## config.mk

```make
export PLATFORM = sky130hd
export DESIGN_NAME = pkt_cmd_parser
export DESIGN_NICKNAME = d
export VERILOG_FILES = /design/src/rtl/pkt_cmd_parser.sv
export SDC_FILE = /design/constraint.sdc
export NUM_CORES = 1
export LEC_CHECK = 0
export ABC_AREA = 0
export BUFFER_PORTS_ARGS = -buffer_cell sky130_fd_sc_hd__buf_2
export CORE_AREA = 2 2 84 86
export DETAILED_ROUTE_END_ITERATION = 10
export DIE_AREA = 0 0 86 88
export PLACE_DENSITY = 0.86
export SETUP_SLACK_MARGIN = 0.2
export SKIP_CTS_REPAIR_TIMING = 1
export SYNTH_ARGS = -nofsm -noshare
export SYNTH_HDL_FRONTEND = slang
export SYNTH_SLANG_ARGS = --single-unit
```

## constraint.sdc

```tcl
create_clock -name clk -period 4.6 [get_ports clk]
set_input_delay 0.92 -clock clk [delete_from_list [all_inputs] [get_ports clk]]
set_output_delay 0.92 -clock clk [all_outputs]
set_load 0.03 [all_outputs]
```

## src/rtl/pkt_cmd_parser.sv

```systemverilog
module pkt_cmd_parser #(
  parameter int WORD_W    = 32,
  parameter int PKT_WORDS = 4,
  parameter int IRQ_BIT   = 31,
  parameter int OP_LSB    = 24,
  parameter int OP_W      = 7,
  parameter int NUM_LSB   = 16,
  parameter int NUM_W     = 8
)(
  input  logic                        clk,
  input  logic                        rst_n,
  input  logic                        in_valid,
  input  logic [WORD_W*PKT_WORDS-1:0] in_data,
  output logic                        in_pop,
  output logic                        in_flush,
  input  logic                        ctl_wr,
  input  logic [2:0]                  ctl_wdata,
  output logic [1:0]                  phase,
  output logic                        stop_stall,
  output logic                        cmd_err,
  output logic                        irq_seen,
  output logic                        out_valid,
  output logic [WORD_W-1:0]           out_data,
  output logic                        irq
);

  localparam int POS_W = (PKT_WORDS > 1) ? $clog2(PKT_WORDS) : 1;
  localparam int CNT_W = NUM_W + 1;
  localparam logic [1:0] PH_IDLE = 2'b00;
  localparam logic [1:0] PH_WAIT = 2'b01;
  localparam logic [1:0] PH_DEC  = 2'b10;
  localparam logic [1:0] PH_XFER = 2'b11;
  localparam int CTL_RST = 0;
  localparam int CTL_STOP = 1;
  localparam int CTL_CANCEL = 2;
  localparam logic [OP_W-1:0] OP_NOP  = '0;
  localparam logic [OP_W-1:0] OP_DATA = OP_W'(1);

  logic [POS_W-1:0]  pos;
  logic [CNT_W-1:0]  left;
  logic              irq_en, stp_req, rst_req;
  logic [WORD_W-1:0] cur_word;
  logic [OP_W-1:0]   op;
  logic [NUM_W-1:0]  num_f;
  logic [CNT_W-1:0]  load_cnt;
  logic              cmd_ok, cancel, stalled, idle, data_ph;
  logic              do_stop, do_rst, do_fetch, do_data, consume, last_pos;

  assign cur_word = in_data[int'(pos)*WORD_W +: WORD_W];
  assign op       = cur_word[OP_LSB +: OP_W];
  assign num_f    = cur_word[NUM_LSB +: NUM_W];
  assign cmd_ok   = (op == OP_NOP) || (op == OP_DATA);
  assign load_cnt = (op != OP_DATA) ? '0 :
                    (num_f == '0)   ? CNT_W'(1 << NUM_W) : {1'b0, num_f};

  assign cancel   = ctl_wr && ctl_wdata[CTL_CANCEL];
  assign stalled  = (stop_stall || cmd_err) && !cancel;
  assign idle     = (phase == PH_IDLE);
  assign data_ph  = phase[0];
  assign do_stop  = idle && !stalled && stp_req;
  assign do_rst   = idle && !stalled && !stp_req && rst_req;
  assign do_fetch = idle && !stalled && !stp_req && !rst_req && in_valid;
  assign do_data  = data_ph && !stalled && in_valid;
  assign consume  = do_fetch || do_data;
  assign last_pos = (pos == POS_W'(PKT_WORDS - 1));
  assign in_pop   = consume && last_pos;
  assign in_flush = do_rst;

  always_ff @(posedge clk or negedge rst_n) begin
    if (!rst_n) begin
      phase <= PH_IDLE;  pos <= '0;  left <= '0;  irq_en <= 1'b0;
      stp_req <= 1'b0;   rst_req <= 1'b0;
      stop_stall <= 1'b0; cmd_err <= 1'b0; irq_seen <= 1'b0;
      out_valid <= 1'b0; out_data <= '0; irq <= 1'b0;
    end else if (do_rst) begin
      phase <= PH_IDLE;  pos <= '0;  left <= '0;  irq_en <= 1'b0;
      stp_req <= 1'b0;   rst_req <= 1'b0;
      stop_stall <= 1'b0; cmd_err <= 1'b0; irq_seen <= 1'b0;
      out_valid <= 1'b0; out_data <= '0; irq <= 1'b0;
    end else begin
      out_valid <= 1'b0;
      irq <= 1'b0;
      if (cancel) begin
        stop_stall <= 1'b0;
        cmd_err <= 1'b0;
        irq_seen <= 1'b0;
      end
      if (consume) pos <= last_pos ? '0 : pos + 1'b1;
      if (do_stop) begin
        stop_stall <= 1'b1;
        stp_req <= 1'b0;
      end
      if (ctl_wr && ctl_wdata[CTL_STOP]) stp_req <= 1'b1;
      if (ctl_wr && ctl_wdata[CTL_RST])  rst_req <= 1'b1;
      if (do_fetch) begin
        if (cmd_ok) begin
          phase <= PH_DEC;
          left <= load_cnt;
          irq_en <= cur_word[IRQ_BIT];
          cmd_err <= 1'b0;
        end else begin
          cmd_err <= 1'b1;
        end
      end
      if (phase == PH_DEC) begin
        if (left == '0) begin
          phase <= PH_IDLE;
          if (irq_en) begin
            irq <= 1'b1;
            irq_seen <= 1'b1;
          end
        end else begin
          phase <= PH_XFER;
        end
      end
      if (data_ph) begin
        if (do_data) begin
          out_valid <= 1'b1;
          out_data <= cur_word;
          left <= left - 1'b1;
          if (left == CNT_W'(1)) begin
            phase <= PH_IDLE;
            if (irq_en) begin
              irq <= 1'b1;
              irq_seen <= 1'b1;
            end
          end else begin
            phase <= PH_XFER;
          end
        end else begin
          phase <= PH_WAIT;
        end
      end
    end
  end

  // decode lasts exactly one cycle
  a_r4_decode_one_cycle: assert property (@(posedge clk) disable iff (!rst_n)
    phase == PH_DEC |=> phase != PH_DEC);

  // a data strobe only follows a data phase cycle
  a_r5_strobe_from_data_phase: assert property (@(posedge clk) disable iff (!rst_n)
    out_valid |-> $past(phase[0]));

  // completion pulse only with the block back in idle
  a_r6_irq_when_idle: assert property (@(posedge clk) disable iff (!rst_n)
    irq |-> phase == PH_IDLE);

  // popping the packet restarts at word 0
  a_r2_pop_wraps: assert property (@(posedge clk) disable iff (!rst_n)
    in_pop |=> pos == '0);

  // stop stall only rises out of idle
  a_r10_stop_from_idle: assert property (@(posedge clk) disable iff (!rst_n)
    $rose(stop_stall) |-> $past(phase) == PH_IDLE);

  // flush only while idle
  a_r11_flush_when_idle: assert property (@(posedge clk) disable iff (!rst_n)
    in_flush |-> phase == PH_IDLE && !stop_stall && !cmd_err);

  // a stall freezes the word position and emits nothing
  a_r8_stall_freezes: assert property (@(posedge clk) disable iff (!rst_n)
    (stop_stall || cmd_err) && !(ctl_wr && ctl_wdata[CTL_CANCEL]) |=> $stable(pos) && !out_valid);

endmodule

```

==> impl_metrics.toml, run 1 <==
[layout]
n_antenna_cell = 0
mostFrequentLayoutCells = "buf_2, nand2_1, dfrtp_1"
fillers = 561
layout_commonest_cell = "buf_2"
final_nets = 608
multi_input_area_um2 = 1750
syn_to_final_growth_pct = 32.9
ff_latch_area_um2 = 1330
drive_gt1_frac = 0.481
fin_util = 0.640

[job]
cap_violations = 0

[floorplanning]
die-area_um2 = 7570
fp-row-count = 30
chipHeight_um = 88
start_util = 0.481
core_area_um2 = 6640
die_w_um = 86
num_io_pins = 176

[sta]
worstMarginPinSlew_ns = 0.657
finClkSkew_ns = 0.0125
fmax_mhz = 301
slew_headroom = 0.558
slew_violations = 0
grt_setup_unrepaired = "no"
fin_crit_sh = 0.722
final_hold_viol_count = 0
tns_ns = 0
min_period_ns = 3.32
finalSetupViolCount = 0

[critical_path]
crit_top_cell = "or4_1"
setup.worst_path.start_class = "flop"
endpoint_kind = "flop"
crit_required_ns = 4.83
worstPathCellList = "mux4_2 > or4_1 > or4_1 > nand4b_1 > a31oi_1"
r2r_setup_slack_ns = 1.28
path_class = "reg -> reg"
critPathArrivalTime_ns = 3.55
slowest_stage = "or4_1"
slowest_delay_ns = 0.87
crit_fanout = 20

[placed_design]
dp_hpwl_um = 7160
place_congestion = 0.847
portBuffers = 175

[logic_synthesis]
synthMuxAreaShare = 0.249
synthCells = 302
synth_area_um2 = 3200
synthAdderAreaFrac = 0.0156
ys_seq_area_frac = 0.415
synth-simple-area-share = 0.215
synth-xor-area-share = 0.0137
synth_top_family_by_area = "multiplexers"
syn_avg_cell_area_um2 = 10.6
ys_types = 41
synth_compound_area_frac = 0.0540
yosys_warnings = 0
synth_nets = 441
yosys_register_bits = 53

[power]
p_seq_frac = 0.331
power.share.clock = 0.158
p_per_area_nw_per_um2 = 555
sw_frac_of_total = 0.421
irDropWorstVdd_mv = 0.265
pwr-share-comb = 0.511
p_int_uw = 1370
power.leakage_uw = 0.00220
p_switching_uw = 993

[drt]
drtPass1Iterations = 4
wl_um = 9310
drtIter0Drc = 246
via_count = 3108
via_per_inst = 5.65
drc = 0
antenna_left = 0
wl_per_cell_um = 16.9

[global_routing]
grt_max_degree = 38
grt_usage = 0.247
grt_pass1_wl_um = 14600
grt_pass1_vias = 3023
grt_overflow = 0
antenna_found_initial = 0

[cts]
clk_pin_slew_ns = 0.09
cts_buffers = 5
root_buffer = "clkbuf_8"
clk_latency_ns = 0.31
clkSinkCount = 53
cts_max_path_buffers = 2
cts_tree = "done"
htreeDepth = 2

[run_status]
status = "completed"

[worst_hold_path]
holdCritPathClass = "reg -> reg"
==> metrics by stage <==
| step | cells | setup WS (ns) | area, um2 | power [uW] | hold slack, ns |
|---|---|---|---|---|---|
| CTS | 550 | 1.26 | 4250 | 2370 | 0.507 |
| floorplan | 302 | 1.57 | 3200 | 1660 | 0.485 |
| finish | 550 | 1.28 | 4250 | 2360 | 0.505 |
| global route | 550 | 1.11 | 4250 | 2510 | 0.525 |
| detailed placement | 542 | 1.15 | 4120 | 2000 | 0.484 |
| global placement | 542 | 1.22 | 4120 | 1950 | 0.476 |
==> synthesized netlist by cell type <==
cell type	instances	share of area
a31o_2	2	0.0055
ha_1	4	0.016
or3_1	1	0.0020
o22ai_1	4	0.0078
mux2_2	1	0.0035
a32o_1	1	0.0031
a21boi_0	1	0.0023
a21oi_1	7	0.011
mux2i_1	6	0.019
o21ai_0	1	0.0016
nand2_1	79	0.093
xnor2_1	3	0.0082
nand3b_1	2	0.0047
a21o_1	1	0.0023
nand4b_1	3	0.0082
and2_1	5	0.0098
buf_1	7	0.0082
o2bb2ai_1	2	0.0055
buf_2	2	0.0031
inv_2	1	0.0012
nand2b_1	1	0.0020
a22oi_1	1	0.0023
mux4_1	1	0.0082
o31ai_1	1	0.0023
buf_8	1	0.0047
xor2_1	2	0.0055
or4_1	5	0.012
nor3b_1	1	0.0023
nand3_1	37	0.058
o211ai_1	1	0.0023
a31oi_1	4	0.0078
inv_1	3	0.0035
nor2b_1	1	0.0020
mux4_2	31	0.22
clkbuf_1	9	0.011
buf_6	2	0.0070
nor3_1	2	0.0031
nor2_1	9	0.011
nor4_1	2	0.0039
nand4_1	2	0.0039
dfrtp_1	53	0.41
==> cell families after synthesis <==
group                    Yosys count
AO/OA/AOI/OAI                     26
XOR/XNOR                           5
flip-flops                        53
adder cells (fa/ha/maj)            4
multiplexers                      39
buffers and inverters             25
AND/OR/NAND/NOR                  150
==> layout make-up <==
type | instances | area share
tap | 80 | 0.0235
clock inverter | 3 | 0.0153
sequential | 53 | 0.312
timing repair buffer | 181 | 0.217
clock buffer | 5 | 0.0162
multi-input combinational | 224 | 0.413
inverter | 4 | 0.00353
==> critical path: cells and delay by family (launching register included) <==
kind | cells | cell delay [ns]
DFF | 1 | 0.78
muxes | 1 | 0.59
AOI/OAI and AO/OA | 1 | 0.18
and+or+nand+nor | 3 | 1.70
==> per-layer routing <==
layer,vias to the layer above,part of all wire,GRT usage
met4,0,0.017,0.0750
met1,1507,0.38,0.308
met2,148,0.54,0.435
li1,1437,-,-
met5,-,0,0
met3,16,0.069,0.0490
==> power groups by stage <==
stage / clock [uW] / sequential (uW) / combinational, uW
2_1_floorplan: 0 / 989 / 667
3_3_place_gp: 0 / 777 / 1180
3_5_place_dp: 0 / 790 / 1210
4_1_cts: 379 / 782 / 1210
5_1_grt: 402 / 808 / 1300
6_report: 374 / 781 / 1210
==> registers in the layout, indices dropped and copies added (netlist names) <==
| name | count |
|---|---|
| stp_req | 1 |
| stop_stall | 1 |
| out_data | 32 |
| out_valid | 1 |
| irq | 1 |
| irq_seen | 1 |
| pos | 2 |
| irq_en | 1 |
| phase | 2 |
| rst_req | 1 |
| cmd_err | 1 |
| left | 9 |
==> path summary, 6_finish.rpt <==
check | start | endpoint | cells past startpoint
max | pos[0] | left[0] | 5
min | out_data[7] | out_data[7] | 2
max reg2reg | pos[0] | left[0] | 5
min reg2reg | out_data[7] | out_data[7] | 2
max in group asynchronous | rst_n | out_data[17] | 2
min in group asynchronous | rst_n | stop_stall | 1
No activity file was read; power rests on OpenSTA's default activity.
==> inputs of run 2 (changes only) <==
--- a/config.mk
+++ b/config.mk
@@ -7,10 +7,10 @@
 export LEC_CHECK = 0
 export ABC_AREA = 0
 export BUFFER_PORTS_ARGS = -buffer_cell sky130_fd_sc_hd__buf_2
-export CORE_AREA = 2 2 84 86
+export CORE_AREA = 2 2 88 90
 export DETAILED_ROUTE_END_ITERATION = 10
-export DIE_AREA = 0 0 86 88
-export PLACE_DENSITY = 0.86
+export DIE_AREA = 0 0 90 92
+export PLACE_DENSITY = 0.79
 export SETUP_SLACK_MARGIN = 0.2
 export SKIP_CTS_REPAIR_TIMING = 1
 export SYNTH_ARGS = -nofsm -noshare
==> constraint.sdc (replaced) <==
create_clock -name clk -period 3.4 [get_ports clk]
set_input_delay 0.68 -clock clk [delete_from_list [all_inputs] [get_ports clk]]
set_output_delay 0.68 -clock clk [all_outputs]
set_load 0.03 [all_outputs]
==> run 2 against run 1 <==
Design area rose by 0.50%. Clock-buffer cell count did not move. Worst hold slack got worse by 0.034 ns. Clock power rose by 2%. Sequential share of layout area fell by 0.16 points.
==> impl_metrics.toml, run 2 (synthesized netlist as in run 1, its figures left out) <==
[layout]
ff_latch_area_um2 = 1330
syn_to_final_growth_pct = 33.6
top_register = "out_data"
mostFrequentLayoutCells = "buf_2, nand2_1, dfrtp_1"
top_regs = "out_data (32), left (9)"
final_nets = 612
layout_commonest_cell = "buf_2"
fillers = 690
stdcell_area_um2 = 4270
drive_gt1_frac = 0.485
multi_input_area_um2 = 1750
largest_reg_flops = 32

[drt]
drtPass1Iterations = 4
antenna_left = 0
wl_um = 9430
via_count = 3124
via_per_inst = 5.41
drc = 0
wl_per_cell_um = 16.3
drtIter0Drc = 168

[cts]
clkSinkCount = 53
cts_buffers = 5
htreeDepth = 2
cts_max_path_buffers = 2
clk_latency_ns = 0.32
root_buffer = "clkbuf_8"
clk_pin_slew_ns = 0.11
cts_tree = "done"

[sta]
worstMarginPinSlew_ns = 0.899
fmax_mhz = 336
fin_crit_sh = 0.875
grt_setup_unrepaired = "no"
finalSetupViolCount = 0
tns_ns = 0
slew_violations = 0
final_hold_viol_count = 0
slew_headroom = 0.401
min_period_ns = 2.97
finClkSkew_ns = 0.0140
hold_ws_ns = 0.471

[global_routing]
grt_pass1_wl_um = 15300
grt_pass1_vias = 3265
grt_usage = 0.231
gr-usage-met1 = 0.268
met2_usage = 0.416
use_met3 = 0.0592
grt-busiest-layer = "met2"
antenna_found_initial = 1
grt_overflow = 0
grt_max_degree = 41

[placed_design]
dp_hpwl_um = 7360
dpl_cell_area_um2 = 4180
portBuffers = 175
place_congestion = 0.833

[critical_path]
crit_required_ns = 3.65
crit_top_cell = "or4_1"
worstPathCellList = "mux4_2 > or4_1 > or4_1 > nand4b_1 > a31oi_1"
critPathArrivalTime_ns = 3.22
slowest_stage = "or4_1"
crit_fanout = 16
path_class = "reg -> reg"
slowest_delay_ns = 0.87
endpoint_kind = "flop"
setup.worst_path.start_class = "flop"

[power]
p_per_area_nw_per_um2 = 723
irDropWorstVdd_mv = 0.330
total_power_uw = 3090
power.leakage_uw = 0.00220

[floorplanning]
die_w_um = 90
start_util = 0.429
chipHeight_um = 92
die-area_um2 = 8280
num_io_pins = 176
fp-row-count = 32
core_area_um2 = 7450

[run_status]
status = "completed"

[job]
cap_violations = 0

[worst_hold_path]
holdCritPathClass = "in -> async"
==> run 2: changes by cell type in the layout (fill, tap and decap cells not counted) <==
cell	previous run	this run
clkinv_4	0	2
diode_2	0	1
clkinv_2	1	0
inv_6	0	1
bufinv_16	2	0
buf_4	6	10
==> run 2: area by class of cell <==
type	count	area share
Inverter	4	0.00351
Multi-Input combinational cell	224	0.411
Timing Repair Buffer	185	0.223
Clock buffer	5	0.0161
Clock inverter	3	0.00615
Sequential cell	53	0.311
Tap cell	102	0.0299
Antenna cell	1	0.000586
==> run 2: power breakdown <==
part	switching [uW]	internal (uW)
logic	964	725
clock network	232	151
registers	170	850
==> run 2: critical path: cells and delay by family (launching register included) <==
| kind | cells | cell delay [ns] |
|---|---|---|
| simple gates | 3 | 1.70 |
| mux | 1 | 0.54 |
| flops | 1 | 0.47 |
| compound gates | 1 | 0.19 |
==> run 2: per-layer routing <==
metal  share of wire  routed length (um)
met5               0                   0
met4           0.022                 208
met3           0.076                 713
met2            0.53                4980
met1            0.37                3540
==> run 2: path summary, 6_finish.rpt <==
check / slack, ns / start / cells after the start / end
min in group clk: 0.51 / out_data[21] / 2 / out_data[21]
min reg2reg: 0.51 / out_data[21] / 2 / out_data[21]
max reg2reg: 0.43 / pos[0] / 5 / left[0]
max: 0.43 / pos[0] / 5 / left[0]
max in group asynchronous: 2.18 / rst_n / 2 / out_data[29]
min: 0.47 / rst_n / 1 / cmd_err
==> run 2: through the flow <==
stage | setup slack (ns) | util | instances
after floorplan | 0.609 | - | 302
after global placement | 0.250 | 0.561 | 568
after detailed placement | 0.185 | 0.561 | 568
after CTS | 0.432 | 0.573 | 576
after global routing | 0.343 | 0.573 | 576
final | 0.426 | 0.574 | 577
